## src/rtl/apb_down_timer_pkg.sv

```systemverilog
package apb_down_timer_pkg;

    localparam int ADDR_W = 4;
    localparam int CTRL_W = 4;

    typedef enum logic [1:0] {
        SEL_CTRL   = 2'd0,
        SEL_COUNT  = 2'd1,
        SEL_RELOAD = 2'd2,
        SEL_STATUS = 2'd3
    } reg_sel_e;

    typedef struct packed {
        logic       irq_en;
        logic [1:0] spare;
        logic       run_en;
    } ctrl_t;

    typedef struct packed {
        logic wr_ctrl;
        logic wr_count;
        logic wr_reload;
        logic wr_status;
    } wr_strobe_t;

    function automatic reg_sel_e decode_sel(input logic [ADDR_W-1:0] addr);
        return reg_sel_e'(addr[3:2]);
    endfunction

endpackage

```

## src/rtl/apb_down_timer_regs.sv

```systemverilog
module apb_down_timer_regs
    import apb_down_timer_pkg::*;
#(
    parameter int DATA_W = 32
) (
    input  logic              clk,
    input  logic              rst,
    input  logic              psel,
    input  logic              penable,
    input  logic              pwrite,
    input  logic [ADDR_W-1:0] paddr,
    input  logic [DATA_W-1:0] pwdata,
    input  logic [DATA_W-1:0] count,
    input  logic              status,
    output ctrl_t             ctrl,
    output logic [DATA_W-1:0] reload,
    output wr_strobe_t        wr,
    output logic [DATA_W-1:0] prdata
);

    localparam int CTRL_PAD   = DATA_W - CTRL_W;
    localparam int STATUS_PAD = DATA_W - 1;

    reg_sel_e sel;
    logic     wr_access;

    assign sel       = decode_sel(paddr);
    assign wr_access = psel & penable & pwrite;

    always_comb begin
        wr           = '0;
        wr.wr_ctrl   = wr_access && (sel == SEL_CTRL);
        wr.wr_count  = wr_access && (sel == SEL_COUNT);
        wr.wr_reload = wr_access && (sel == SEL_RELOAD);
        wr.wr_status = wr_access && (sel == SEL_STATUS);
    end

    always_ff @(posedge clk) begin
        if (rst) begin
            ctrl <= '0;
        end else if (wr.wr_ctrl) begin
            ctrl <= ctrl_t'(pwdata[CTRL_W-1:0]);
        end
    end

    always_ff @(posedge clk) begin
        if (rst) begin
            reload <= '0;
        end else if (wr.wr_reload) begin
            reload <= pwdata;
        end
    end

    always_comb begin
        unique case (sel)
            SEL_CTRL:   prdata = {{CTRL_PAD{1'b0}}, ctrl};
            SEL_COUNT:  prdata = count;
            SEL_RELOAD: prdata = reload;
            SEL_STATUS: prdata = {{STATUS_PAD{1'b0}}, status};
            default:    prdata = '0;
        endcase
    end

endmodule

```

## src/rtl/apb_down_timer_counter.sv

```systemverilog
module apb_down_timer_counter
    import apb_down_timer_pkg::*;
#(
    parameter int DATA_W = 32
) (
    input  logic              clk,
    input  logic              rst,
    input  logic              run_en,
    input  wr_strobe_t        wr,
    input  logic [DATA_W-1:0] wdata,
    input  logic [DATA_W-1:0] reload,
    output logic [DATA_W-1:0] count,
    output logic              fire
);

    localparam logic [DATA_W-1:0] ONE = DATA_W'(1);

    logic [DATA_W-1:0] count_d;
    logic              sw_load;

    assign sw_load = wr.wr_count | wr.wr_reload;

    // Software loads win over the step; only a real 1 -> 0 step fires.
    always_comb begin
        count_d = count;
        fire    = 1'b0;
        if (sw_load) begin
            count_d = wdata;
        end else if (run_en) begin
            if (count == ONE) begin
                count_d = '0;
                fire    = 1'b1;
            end else if (count == '0) begin
                if (reload != '0) begin
                    count_d = reload;
                end
            end else begin
                count_d = count - ONE;
            end
        end
    end

    always_ff @(posedge clk) begin
        if (rst) begin
            count <= '0;
        end else begin
            count <= count_d;
        end
    end

endmodule

```

## src/rtl/apb_down_timer_irq.sv

```systemverilog
module apb_down_timer_irq (
    input  logic clk,
    input  logic rst,
    input  logic fire,
    input  logic clr_wr,
    input  logic clr_bit,
    input  logic irq_en,
    output logic status,
    output logic irq
);

    always_ff @(posedge clk) begin
        if (rst) begin
            status <= 1'b0;
        end else if (fire) begin
            status <= 1'b1;
        end else if (clr_wr && clr_bit) begin
            status <= 1'b0;
        end
    end

    assign irq = status & irq_en;

endmodule

```

## src/rtl/apb_down_timer.sv

```systemverilog
module apb_down_timer
    import apb_down_timer_pkg::*;
#(
    parameter int DATA_W = 32
) (
    input  logic              clk,
    input  logic              rst,
    input  logic              psel,
    input  logic              penable,
    input  logic              pwrite,
    input  logic [ADDR_W-1:0] paddr,
    input  logic [DATA_W-1:0] pwdata,
    output logic [DATA_W-1:0] prdata,
    output logic              irq
);

    ctrl_t             ctrl_q;
    wr_strobe_t        wr_s;
    logic [DATA_W-1:0] reload_q;
    logic [DATA_W-1:0] count_q;
    logic              status_q;
    logic              fire_s;

    apb_down_timer_regs #(.DATA_W(DATA_W)) u_regs (
        .clk     (clk),
        .rst     (rst),
        .psel    (psel),
        .penable (penable),
        .pwrite  (pwrite),
        .paddr   (paddr),
        .pwdata  (pwdata),
        .count   (count_q),
        .status  (status_q),
        .ctrl    (ctrl_q),
        .reload  (reload_q),
        .wr      (wr_s),
        .prdata  (prdata)
    );

    apb_down_timer_counter #(.DATA_W(DATA_W)) u_counter (
        .clk    (clk),
        .rst    (rst),
        .run_en (ctrl_q.run_en),
        .wr     (wr_s),
        .wdata  (pwdata),
        .reload (reload_q),
        .count  (count_q),
        .fire   (fire_s)
    );

    apb_down_timer_irq u_irq (
        .clk     (clk),
        .rst     (rst),
        .fire    (fire_s),
        .clr_wr  (wr_s.wr_status),
        .clr_bit (pwdata[0]),
        .irq_en  (ctrl_q.irq_en),
        .status  (status_q),
        .irq     (irq)
    );

endmodule

```

## config.mk

```make
export PLATFORM = sky130hd
export DESIGN_NAME = apb_down_timer
export DESIGN_NICKNAME = d
export VERILOG_FILES = /design/src/rtl/apb_down_timer_pkg.sv /design/src/rtl/apb_down_timer_regs.sv /design/src/rtl/apb_down_timer_counter.sv /design/src/rtl/apb_down_timer_irq.sv /design/src/rtl/apb_down_timer.sv
export SDC_FILE = /design/constraint.sdc
export NUM_CORES = 1
export LEC_CHECK = 0
export ABC_AREA = 1
export BUFFER_PORTS_ARGS = -buffer_cell sky130_fd_sc_hd__clkbuf_2
export CORE_UTILIZATION = 42
export CTS_CLUSTER_SIZE = 28
export DETAILED_ROUTE_END_ITERATION = 16
export GPL_TIMING_DRIVEN = 0
export HOLD_SLACK_MARGIN = 0.02
export PLACE_DENSITY = 0.66
export SYNTH_ARGS = -nofsm -noshare
export SYNTH_HDL_FRONTEND = slang
export SYNTH_SLANG_ARGS = --single-unit
```

## constraint.sdc

```tcl
create_clock -name clk -period 2.02 [get_ports clk]
set_clock_uncertainty 0.15 [all_clocks]
set_input_delay 0.404 -clock clk [delete_from_list [all_inputs] [get_ports clk]]
set_output_delay 0.404 -clock clk [all_outputs]
set_load 0.05 [all_outputs]
```

; After elaboration in Yosys (flattened, before gate mapping)
; Index checks and enable logic that the tools add are counted.
[op_classes]
addsub = 1
eq_ne = 5
muxes = 11
bitwise_logic = 4
reduce_logical = 11
[op_table]
columns = cell, count
row1 = $mux W32, 5
row2 = $pmux W32 S4, 1
row3 = $eq A32 B1 Y1 const B, 1
row4 = $logic_not A32 Y1, 1
row5 = $reduce_bool A32 Y1, 1
row6 = $sub A32 B1 Y32 const B, 1
row7 = $logic_and A1 B1 Y1, 5
row8 = $mux W1, 5
row9 = $eq A2 B2 Y1 const B, 2
row10 = $ne A4 B2 Y1 const B, 1
row11 = $reduce_bool A2 Y1, 2
row12 = $and A1 B1 Y1, 3
row13 = $eq A2 B1 Y1 const B, 1
row14 = $logic_not A2 Y1, 1
row15 = $reduce_and A2 Y1, 1
row16 = $or A1 B1 Y1, 1
[word_totals]
reg_bits = 69
in_bits = 41
out_inout_bits = 33
wordCells = 38

; Logic depth before layout (Yosys ltp)
; Gate-level depths: netlist of the first run.
[logic_depth]
ltp_word = 6
mapped_depth = 15

; Cells and area by module
; A second synthesis of the first run with hierarchy kept.
[hier_totals]
cells_unflattened = 957
hier_area_um2 = 5139.9
[modules_own_cells]
columns = module, instances, cells_each, area_each_um2, seq_area_each_um2
row1 = apb_down_timer_counter, 1, 603, 3116.7, 640.6
row2 = apb_down_timer_regs, 1, 347, 1975.6, 720.7
row3 = apb_down_timer_irq, 1, 7, 47.5, 20.0

; Worst setup path before layout of the first run
; No wires, ideal clock.
[synth_path]
kind = input-to-output
from = input port paddr[3]
to = output port prdata[10]
arrival_time_ns = 1.948
required_ns = 1.466
slack_ns = -0.482
path_stages = 5
path_buffers = 1
cell_sequence = inv_1 > nor2_1 > inv_1 > clkbuf_1 > o22ai_1
[synth_between]
elab_chain_len = 2
elab_cells_between_ends = 5
cone_classes = eq/ne: 3 / mux: 1 / reduce/logical: 1
[synth_lines]
columns = item, line
row1 = start: declaration, apb_down_timer.sv:11  ; input logic [ADDR_W-1:0] paddr,
row2 = "$eq A2 B2 Y1, or another cell as far along", apb_down_timer_regs.sv:55  ; unique case (sel)
row3 = $pmux W32 S4 *, apb_down_timer_regs.sv:55
row4 = end: declaration, apb_down_timer.sv:13  ; output logic [DATA_W-1:0] prdata,
; Every way passes the cells marked *; elsewhere a longest branch is shown, timed or not.

; Worst setup path after layout of the first run
[layout_path]
from = register u_counter.count[0]
to = register u_counter.count[5]
[layout_between]
elab_chain_len = 5
elab_cells_between_ends = 9
cone_classes = add/sub: 1 / eq/ne: 2 / mux: 4 / reduce/logical: 2
[layout_lines]
columns = item, line
row1 = start: declaration, apb_down_timer_counter.sv:12  ; output logic [DATA_W-1:0] count,
row2 = start signal: assignment, apb_down_timer_counter.sv:47  ; count <= count_d;
row3 = $sub A32 B1 Y32 / $logic_not A32 Y1 (equally long branches), "apb_down_timer_counter.sv:38, apb_down_timer_counter.sv:33"
row4 = $mux W32, apb_down_timer_counter.sv:33  ; end else if (count == '0) begin
row5 = $mux W32, apb_down_timer_counter.sv:30  ; if (count == ONE) begin
row6 = $mux W32, apb_down_timer_counter.sv:29  ; end else if (run_en) begin
row7 = $mux W32, apb_down_timer_counter.sv:27  ; if (sw_load) begin
; Several ways; a longest one is shown, not always the timed one. The select of a mux whose other input is x is not followed.
; A chain may end at the register's enable or synchronous reset.

==> metrics.txt, run 1 <==
number of rows created at floorplan 39; number of antenna violations at the first check in global routing 0; number of hold-slack violations in the final timing report 0; number of global-route vias before repair 5,242; DRC violation count after routing 2; clock latency on the worst-skew pair 360 ps; timing-limited maximum frequency between 400 and 500 MHz; multi-input gate area in the final layout around 0.0038 sq mm; number of sinks handled by clock tree synthesis 69; reported leakage power 3.304 nW; mean cell area of the mapped netlist 5.819 sq um; relative max-transition margin a little over half; Final Critical Period 2029 ps; setup slack at placement -1118 ps; wire length of the first global-routing pass 28.27 mm; Sequential cell area approximately 0.0014 sq mm; CTS max path bufs 2; PwrDens 1595 mW/mm^2; Detailed Place HPWL 13.38 mm; worst path cell trace inv_2, ha_4, nand2_4, nor2_4, buf_6, nand3_4, nor2_4, buf_8, buf_12, nand2_1, nand3_1, nand2_1, nand2_1, a21oi_1; number of diodes 0; part of the Yosys area used for sequential elements between 20 and 30%; number of instances in the synthesized netlist 842; violated checks DRC, setup timing; data required time of the critical path 2110 ps; placeable core region 0.01137 sq mm; gpl congestion 0.9928; Synth area leader dfxtp_1; Worst Slack Setup Final -9.158 ps; GRT overflow 0; Root Buffer Master clkbuf_16; number of nets in the synthesized netlist 885; number of buffers inserted by port buffering 70; largest incremental delay on the critical path 340 ps; class of the tightest hold or removal check primary input to flip-flop; worst setup path class flip-flop to flip-flop; critical path peak fanout 7; post-DR vias/cell 5.413; setup violators final 2; final layout net count 1,011; Crit path max-delay family simple AND/OR/NAND/NOR gates; routed length per placed instance 17.54 um; CTS clock-pin slew for the worst setup and hold paths 60 ps; count of buffering cells on the critical path with inverters included 4; highest-delay cell along the critical path dfxtp_2; crit share post-route 100.5%; Antenna Violating Nets Remaining 0; reported max-cap violation count 0; DR vias 6,030; element type at the critical path end flip-flop; number of synthesized flops with an enable pin 0; Die Height 110.0 um; share of Yosys cell area claimed by the top area cell type 28.19%; synthesized area 0.004900 sq mm; main flop type after synthesis dfxtp_1; final WL between 15 and 20 mm; # H-tree levels 3; effective utilization at floorplan 43.09%; setup repair after global routing missed its margin yes; number of warnings issued by yosys 0; maximum vdd drop 0.7931 mV; final total power 0.01156 W; count of routing violations after the opening detailed-route iteration 464; cell repeated most along the worst path nand2_1; number of synthesized register bits 69; Slew Viols, Final 0; largest cells by area after synthesis dfxtp_1 (28%), nand2_1 (20%), nor2_1 (12%); Crit path arrival time roughly 2100 ps; transition time at the pin with the least slew margin roughly 680 ps; Die Footprint 0.01210 sq mm; category of the worst setup path launch point flip-flop; Fill cells 1,086; growth of design area from synthesis to finish 47.88%; clock tree from TritonCTS built; post-synthesis cell type count 34; status finished with violations; fraction of registers with async set or reset after synthesis 0%; count leader, synth nand2_1; maximum number of pins on one net before global-route repair 11; top cells by count, synth nand2_1 (266), nor2_1 (151), inv_1 (90), dfxtp_1 (69), o21ai_0 (54); DRT Pass-1 Iters 11; number of buffers created by CTS 9; width of the die 110.0 um; total track usage between 30% and 40%; fraction of layout instances using a drive strength above 1 35.84%; Boundary Pins 74
[worst paths after layout]
check	end	start	cells after the start	slack, ps
worst min-delay path	u_counter.count[0]	rst	2	120
worst max register to register	u_counter.count[5]	u_counter.count[0]	14	-9
worst max-delay path	u_counter.count[5]	u_counter.count[0]	14	-9
worst min register to register	u_counter.count[1]	u_counter.count[1]	2	360
[cells by family (layout without fill, tap and decap cells)]
group	after synthesis	after routing	share of synthesized area (%)
compound gates	125	125	14.68
xor+xnor	7	7	1.251
fa+ha+maj	2	2	0.5106
buf+inv	124	253	10.93
flops	69	69	28.19
simple gates	515	515	44.43
[repair_timing]
item | in CTS | in global routing
endpoints found under the hold margin | 0 | 0
cloned | 1 | 3
hold buffers | 0 | 0
gates resized for setup | 85 | 213
buffers inserted | 14 | 27
pin swaps | 12 | 56
setup endpoints to repair | 96 | 90
[placed cells by master (no fill, tap or decap), types with 2 or more instances in the layout]
cell and n:
nand2_1 219, nor2_1 122, inv_1 77, o21ai_0 47, nand2_2 43, clkbuf_2 43, dfxtp_1 43, buf_4 42
nand3_1 38, nor2_4 34, a21oi_1 31, dfxtp_2 20, o22ai_4 19, clkbuf_4 19, nand2_4 18, inv_2 15
buf_6 14, clkbuf_16 14, a21oi_2 13, nor2_2 10, clkbuf_1 9, nand3_2 9, nor3_1 8, clkbuf_8 7
xor2_1 7, nand4_1 6, dfxtp_4 6, o21ai_1 5, buf_12 5, buf_8 4, nand3b_1 4, o221ai_1 2
o21ai_2 2
[layer usage]
metal	up-vias	track usage, %	part of all wire [%]
li1	2926	-	-
met1	2739	42.13	43
met2	299	50.63	46
met3	66	5.938	7.5
met4	0	15.71	3.9
met5	-	0	0
[worst reg2reg max path, cell delays in order (launching register included)]
cell and delay (ps):
dfxtp_2 340, inv_2 90, ha_4 170, nand2_4 60, nor2_4 100, buf_6 120, nand3_4 110, nor2_4 190
buf_8 140, buf_12 120, nand2_1 60, nand3_1 80, nand2_1 60, nand2_1 60, a21oi_1 60
[power breakdown]
| part | switching, W | internal [W] |
|---|---|---|
| clock | 0.000626 | 0.000949 |
| combinational | 0.00505 | 0.00317 |
| sequential | 0.000238 | 0.00152 |
| total | 0.00592 | 0.00564 |
[flip-flops by register name, indices dropped and copies added, names as in the netlist]
signal	cells
u_irq.status	1
u_regs.ctrl	4
u_counter.count	32
u_regs.reload	32
[cell type report]
type	count	share of cell area [%]
Buffer	32	4.628
Sequential cell	69	19.72
Clock buffer	13	3.868
Multi-Input combinational cell	649	52.12
Tap cell	143	2.469
Clock inverter	1	0.06907
Timing Repair Buffer	115	12.36
Inverter	92	4.766
[per-stage QoR]
step                      setup TNS, ps  instances  utilization [%]  cell area [sq um]  hold WS [ps]
after floorplan                   -8089        842                -               5176         305.0
after global placement           -60510       1055            50.18               5705         319.5
after detailed placement         -62260       1055            50.19               5707         322.9
after CTS                        -22.17       1084            56.00               6367         114.2
after global routing              -1325       1114            63.73               7246         128.7
final                            -9.837       1114            63.73               7246         119.4
No activity file was read; power rests on OpenSTA's default activity.
==> run 2: changes to the inputs <==
--- a/constraint.sdc
+++ b/constraint.sdc
@@ -3,3 +3,3 @@
 set_input_delay 0.404 -clock clk [delete_from_list [all_inputs] [get_ports clk]]
 set_output_delay 0.404 -clock clk [all_outputs]
-set_load 0.05 [all_outputs]
+set_load 0.02 [all_outputs]
==> run 2 against run 1 <==
The flow finishes with violations (setup timing). Critical endpoint is now u_counter.count[31]. Worst hold slack worse by 4.1 ps. Core utilization down 8.2 points. Total power down 10%. Critical path type unchanged.
==> metrics.txt, run 2 (synthesized netlist as in run 1, its figures left out) <==
Root Buffer Master clkbuf_16; Slew Viols, Final 0 (unchanged); DR vias 5,929 (-1.7%); number of rows created at floorplan 39 (unchanged); Clk network pwr share 14.8% (+1.2 points); clock latency on the worst-skew pair 350 ps (about the same); class of the tightest hold or removal check primary input to flip-flop; fraction of layout instances using a drive strength above 1 25.78% (-10 points); Die Height 110.0 um (unchanged); critical path capture point u_counter.count[31]; PwrDens 1647 mW/mm^2 (+3.2%); maximum vdd drop 0.7926 mV (about the same); number of antenna violations at the first check in global routing 0 (unchanged); Final Critical Period 2062 ps (+33.23 ps); wire length of the first global-routing pass 27.91 mm (-1.3%); proportion of power drawn by flip-flops and latches 16.4% (+1.2 points); maximum number of pins on one net before global-route repair 14 (+3); Worst Hold Margin 115.3 ps (-4.099 ps); path depth of the worst reg2reg path 13 (-1); number of hold-slack violations in the final timing report 0 (unchanged); post-DR vias/cell 5.385 (-0.51%); category of the worst setup path launch point flip-flop; relative max-transition margin 49.13% (-5.3 points); CTS max path bufs 2 (unchanged); final layout net count 997 (-1.4%); worst setup path class flip-flop to flip-flop; DRC violation count after routing 0 (-2); critical path peak fanout 6 (-1); worst flop-to-flop path startpoint u_counter.count[3]; violated checks setup timing; clock tree from TritonCTS built; commonest non-fill, non-tap cells in the layout nand2_1 (253), nor2_1 (127), inv_1 (85); Internal Power 0.005056 W (-10%); Detailed Place HPWL 13.40 mm (+0.15%); GRT overflow 0 (unchanged); hold wc startpoint rst; effective utilization at floorplan 43.09% (unchanged); number of buffers created by CTS 9 (unchanged); number of global-route vias before repair 5,333 (+1.7%); final WL 18.47 mm (-5.5%); hold buffer count at CTS 0 (unchanged); element type at the critical path end flip-flop; placeable core region 0.01137 sq mm (unchanged); number of buffers inserted by port buffering 70 (unchanged); data required time of the critical path 2080 ps (-30 ps); timing-limited maximum frequency 484.9 MHz (-1.6%); number of sinks handled by clock tree synthesis 69 (unchanged); crit share post-route 102.1% (+1.6 points); Sequential cell area 0.001404 sq mm (-1.8%); status finished with violations; Finished Cell Area 0.006312 sq mm (-13%); setup slack at placement -991.7 ps (+126.2 ps); switching share of total power 51.36% (+0.16 points); total track usage 31.42% (-0.72 points); switching power of the nets 0.005339 W (-9.8%); gpl congestion 0.9973 (+0.45%); reported leakage power 3.047 nW (-7.8%); Placed Instance Area 0.005431 sq mm (-4.8%); setup violators final 3 (+1); # H-tree levels 3 (unchanged); count of routing violations after the opening detailed-route iteration 542 (+17%); number of diodes 0 (unchanged); width of the die 110.0 um (unchanged); DRT Pass-1 Iters 5 (-6); Worst Slack Setup Final -42.39 ps (-33.23 ps); reported max-cap violation count 0 (unchanged); most frequent standard cell in the layout excluding fill and tap cells nand2_1; transition time at the pin with the least slew margin 763.1 ps (+78.84 ps); power share of the combinational group 68.8% (-2.4 points); multi-input gate area in the final layout 0.003223 sq mm (-15%); slack of the worst reg-to-reg path -40 ps (-30 ps); setup repair after global routing missed its margin yes; Antenna Violating Nets Remaining 0 (unchanged); routed length per placed instance 16.77 um (-4.4%); Boundary Pins 74 (unchanged); growth of design area from synthesis to finish 28.83%; largest registers u_counter.count: 32 flops, u_regs.reload: 32 flops, u_regs.ctrl: 4 flops; Fill cells 1,169 (+7.6%); Die Footprint 0.01210 sq mm (unchanged); endpoint of the lowest-slack register-to-register path u_counter.count[31]; CTS clock-pin slew for the worst setup and hold paths 60 ps (about the same); Crit path arrival time 2120 ps (about the same); startpoint of the worst setup timing path u_counter.count[3]
## run 2: cell types whose count changed in the layout (fill, tap and decap cells not counted), sizes merged
cell	previous run	this run
buf	67	48
nor2	167	168
clkbuf	92	97
## run 2: worst min path at each step
stage	cells past startpoint	endpoint	slack (ps)
floorplan	2	u_counter.count[1]	300
global placement	2	u_counter.count[1]	330
detailed placement	2	u_counter.count[1]	330
CTS	2	u_counter.count[1]	110
global route	2	u_counter.count[1]	110
finish	2	u_counter.count[1]	120
## run 2: per-layer routing
metal	part of all wire (%)	vias up	GRT usage, %
met2	45	274	49.91
met3	8.7	39	6.114
li1	-	2889	-
met4	3.0	0	15.71
met1	44	2727	40.49
met5	0	-	0
## run 2: area by class of cell
type | count | area share, %
sequential | 69 | 22.24
clock buffer | 14 | 4.341
timing repair buffer | 101 | 9.970
tap | 143 | 2.834
buffer | 31 | 4.004
clock inverter | 1 | 0.07929
inverter | 92 | 5.471
multi-input combinational | 650 | 51.06
## run 2: power by group through the flow
stage	combinational, W	sequential [W]	clock, W
3_5_place_dp	0.00580	0.00169	0
2_1_floorplan	0.00433	0.00164	0
5_1_grt	0.00776	0.00173	0.00160
4_1_cts	0.00661	0.00167	0.00154
6_report	0.00715	0.00171	0.00153
3_3_place_gp	0.00575	0.00169	0
## run 2: metrics by stage
step                power (W)  instances  util (%)  setup TNS, ps
detailed placement   0.007484       1055     47.77         -54700
CTS                  0.009825       1095     53.32              0
finish                0.01040       1101     55.52         -99.51
global placement     0.007439       1055     47.77         -53270
floorplan            0.005970        842         -          -1101
global route          0.01109       1101     55.52          -2771
## run 2: what timing repair did
item	in CTS	in global routing
gates resized for setup	49	75
setup buffers	24	5
pin swaps	15	14
endpoints found under the setup margin	96	60
hold endpoints to repair	0	0
cloned	2	1
## run 2: critical path: stages (launching register included)
cell and delay, ps:
dfxtp_1 370, nor2_2 190, nand2_1 90, nor2_2 150, nand2_4 100, nor2_4 160, nor2_2 70, nand2_2 90
nand2_4 110, clkbuf_16 200, nand2_1 60, nand2_1 50, nor2_1 90, nor2_1 40
==> run 3: changes to the inputs <==
ABC_CLOCK_PERIOD_IN_PS = 2020   (was not set)
BUFFER_PORTS_ARGS = -buffer_cell sky130_fd_sc_hd__buf_2   (was -buffer_cell sky130_fd_sc_hd__clkbuf_2)
==> run 3 against run 2 <==
The run still ends with setup timing left. Non-clock buffer count grew 9. Flip-flop and latch count is the same. Fmax grew 1.5%. First-iteration DRC count shrank 23%. Combinational power grew 12%. Highest routed layer unchanged.
==> metrics.txt, run 3 (synthesized netlist as in run 1, its figures left out) <==
status finished with violations; violated checks setup timing; Die Footprint 0.01210 sq mm (unchanged); relative max-transition margin 52.22% (+3.1 points); class of the tightest hold or removal check primary input to flip-flop; Fill cells 1,166 (-0.26%); number of diodes 0 (unchanged); category of the worst setup path launch point flip-flop; maximum vdd drop 0.8256 mV (+4.2%); hold buffer count at CTS 0 (unchanged); number of rows created at floorplan 39 (unchanged); worst setup path class flip-flop to flip-flop; setup violators final 4 (+1); path depth of the worst reg2reg path 13 (unchanged); post-DR vias/cell 5.344 (-0.77%); reported max-cap violation count 0 (unchanged); Die Height 110.0 um (unchanged); Crit path max-delay family simple AND/OR/NAND/NOR gates; Final Critical Period 2032 ps (-30.03 ps); fraction of layout instances using a drive strength above 1 27.69% (+1.9 points); GRT overflow 0 (unchanged); clock latency on the worst-skew pair 350 ps (about the same); Placed Instance Area 0.005431 sq mm (unchanged); CTS clock-pin slew for the worst setup and hold paths 60 ps (about the same); number of buffers created by CTS 9 (unchanged); placeable core region 0.01137 sq mm (unchanged); PwrDens 1698 mW/mm^2 (+3.1%); switching share of total power 50.85% (-0.51 points); data required time of the critical path 2080 ps (about the same); largest registers u_counter.count: 32 flops, u_regs.reload: 32 flops, u_regs.ctrl: 4 flops; clock tree from TritonCTS built; routed length per placed instance 17.30 um (+3.1%); most frequent standard cell in the layout excluding fill and tap cells nand2_1; DR vias 5,937 (+0.13%); Boundary Pins 74 (unchanged); number of buffers inserted by port buffering 70 (unchanged); effective utilization at floorplan 43.09% (unchanged); largest incremental delay on the critical path 380 ps (about the same); final layout net count 1,006 (+0.90%); power share of the combinational group 71.7% (+2.9 points); width of the die 110.0 um (unchanged); # H-tree levels 3 (unchanged); Worst Hold Margin 127.1 ps (+11.77 ps); highest-delay cell along the critical path dfxtp_1; DRT Pass-1 Iters 7 (+2); Root Buffer Master clkbuf_16; worst path cell trace inv_1, nand2_1, nor2_4, nand2_1, nor2_2, nand2_2, nor2_4, nand2_4, nand2_8, buf_8, nor2_1, nor2_1, nor2_1; crit share post-route 100.6% (-1.5 points); commonest non-fill, non-tap cells in the layout nand2_1 (240), nor2_1 (127), inv_1 (85); number of antenna violations at the first check in global routing 0 (unchanged); number of global-route vias before repair 5,420 (+1.6%); timing-limited maximum frequency 492.0 MHz (+1.5%); number of gates on the worst path with buffers counted 13 (unchanged); Worst Slack Setup Final -12.36 ps (+30.03 ps); number of sinks handled by clock tree synthesis 69 (unchanged); switching power of the nets 0.005677 W (+6.3%); Slew Viols, Final 0 (unchanged); count of routing violations after the opening detailed-route iteration 418 (-23%); cell repeated most along the worst path nor2_1; transition time at the pin with the least slew margin 716.7 ps (-46.36 ps); Detailed Place HPWL 13.49 mm (+0.65%); element type at the critical path end flip-flop; Internal Power 0.005487 W (+8.5%); setup repair after global routing missed its margin yes; CTS max path bufs 2 (unchanged); gpl congestion 0.9739 (-2.3%); DRC violation count after routing 0 (unchanged); total track usage 31.94% (+0.52 points); wire length of the first global-routing pass 28.23 mm (+1.2%); maximum number of pins on one net before global-route repair 11 (-3); reported leakage power 3.161 nW (+3.7%); Antenna Violating Nets Remaining 0 (unchanged); number of hold-slack violations in the final timing report 0 (unchanged); Sequential cell area 0.001410 sq mm (+0.45%); count of buffering cells on the critical path with inverters included 2 (+1); Crit path arrival time 2090 ps (-30 ps); final WL 19.22 mm (+4.1%); growth of design area from synthesis to finish 34.22%; Worst Hold Path Cells 2 (unchanged); critical path peak fanout 7 (+1); proportion of power drawn by flip-flops and latches 15.4% (-1.0 points); multi-input gate area in the final layout 0.003342 sq mm (+3.7%); Clk network pwr share 12.9% (-1.9 points); Finished Cell Area 0.006576 sq mm (+4.2%)
==> run 3: path summary, 6_finish.rpt <==
kind,from,to,slack (ps)
hold / removal,rst,u_counter.count[0],130
setup / recovery,u_counter.count[5],u_counter.count[31],-10
setup reg to reg,u_counter.count[5],u_counter.count[31],-10
hold reg to reg,u_regs.reload[31],u_regs.reload[31],350
==> run 3: metal layers <==
| layer | track usage (%) | part of all wire, % | vias up | wire length, um |
|---|---|---|---|---|
| li1 | - | - | 2909 | - |
| met1 | 41.34 | 44 | 2720 | 8417 |
| met2 | 50.67 | 45 | 251 | 8613 |
| met3 | 6.173 | 7.4 | 57 | 1416 |
| met4 | 15.71 | 4.0 | 0 | 774 |
| met5 | 0 | 0 | - | 0 |
==> run 3: power by group through the flow <==
stage	Clock [W]	Combinational, W	Sequential (W)
global placement	0	0.00577	0.00169
global route	0.00150	0.00867	0.00174
detailed placement	0	0.00580	0.00169
finish	0.00144	0.00801	0.00172
floorplan	0	0.00433	0.00164
CTS	0.00144	0.00671	0.00168
==> run 3: per-stage QoR <==
step,setup slack (ps),util [%],TNS [ps],total power (W),std cells
CTS,-6.146,53.69,-6.146,0.009819,1100
global route,-116.9,57.84,-2016,0.01191,1111
finish,-12.36,57.84,-26.78,0.01116,1111
floorplan,-55.04,-,-1101,0.005970,842
global placement,-950.8,47.77,-53520,0.007463,1055
detailed placement,-967.4,47.77,-54850,0.007487,1055
==> run 3: cell type report <==
| cell class | instances | area share (%) |
|---|---|---|
| tap | 143 | 2.721 |
| sequential | 69 | 21.44 |
| buffer | 32 | 4.338 |
| clock inverter | 2 | 0.1522 |
| timing repair buffer | 109 | 11.53 |
| clock buffer | 14 | 3.710 |
| inverter | 92 | 5.289 |
| multi-input combinational | 650 | 50.82 |
==> run 3: timing repair <==
| action | in CTS | in global routing |
|---|---|---|
| cloned | 1 | 4 |
| pin swaps | 14 | 39 |
| endpoints found under the setup margin | 96 | 65 |
| resized for setup | 58 | 109 |
| buffers inserted | 28 | 8 |
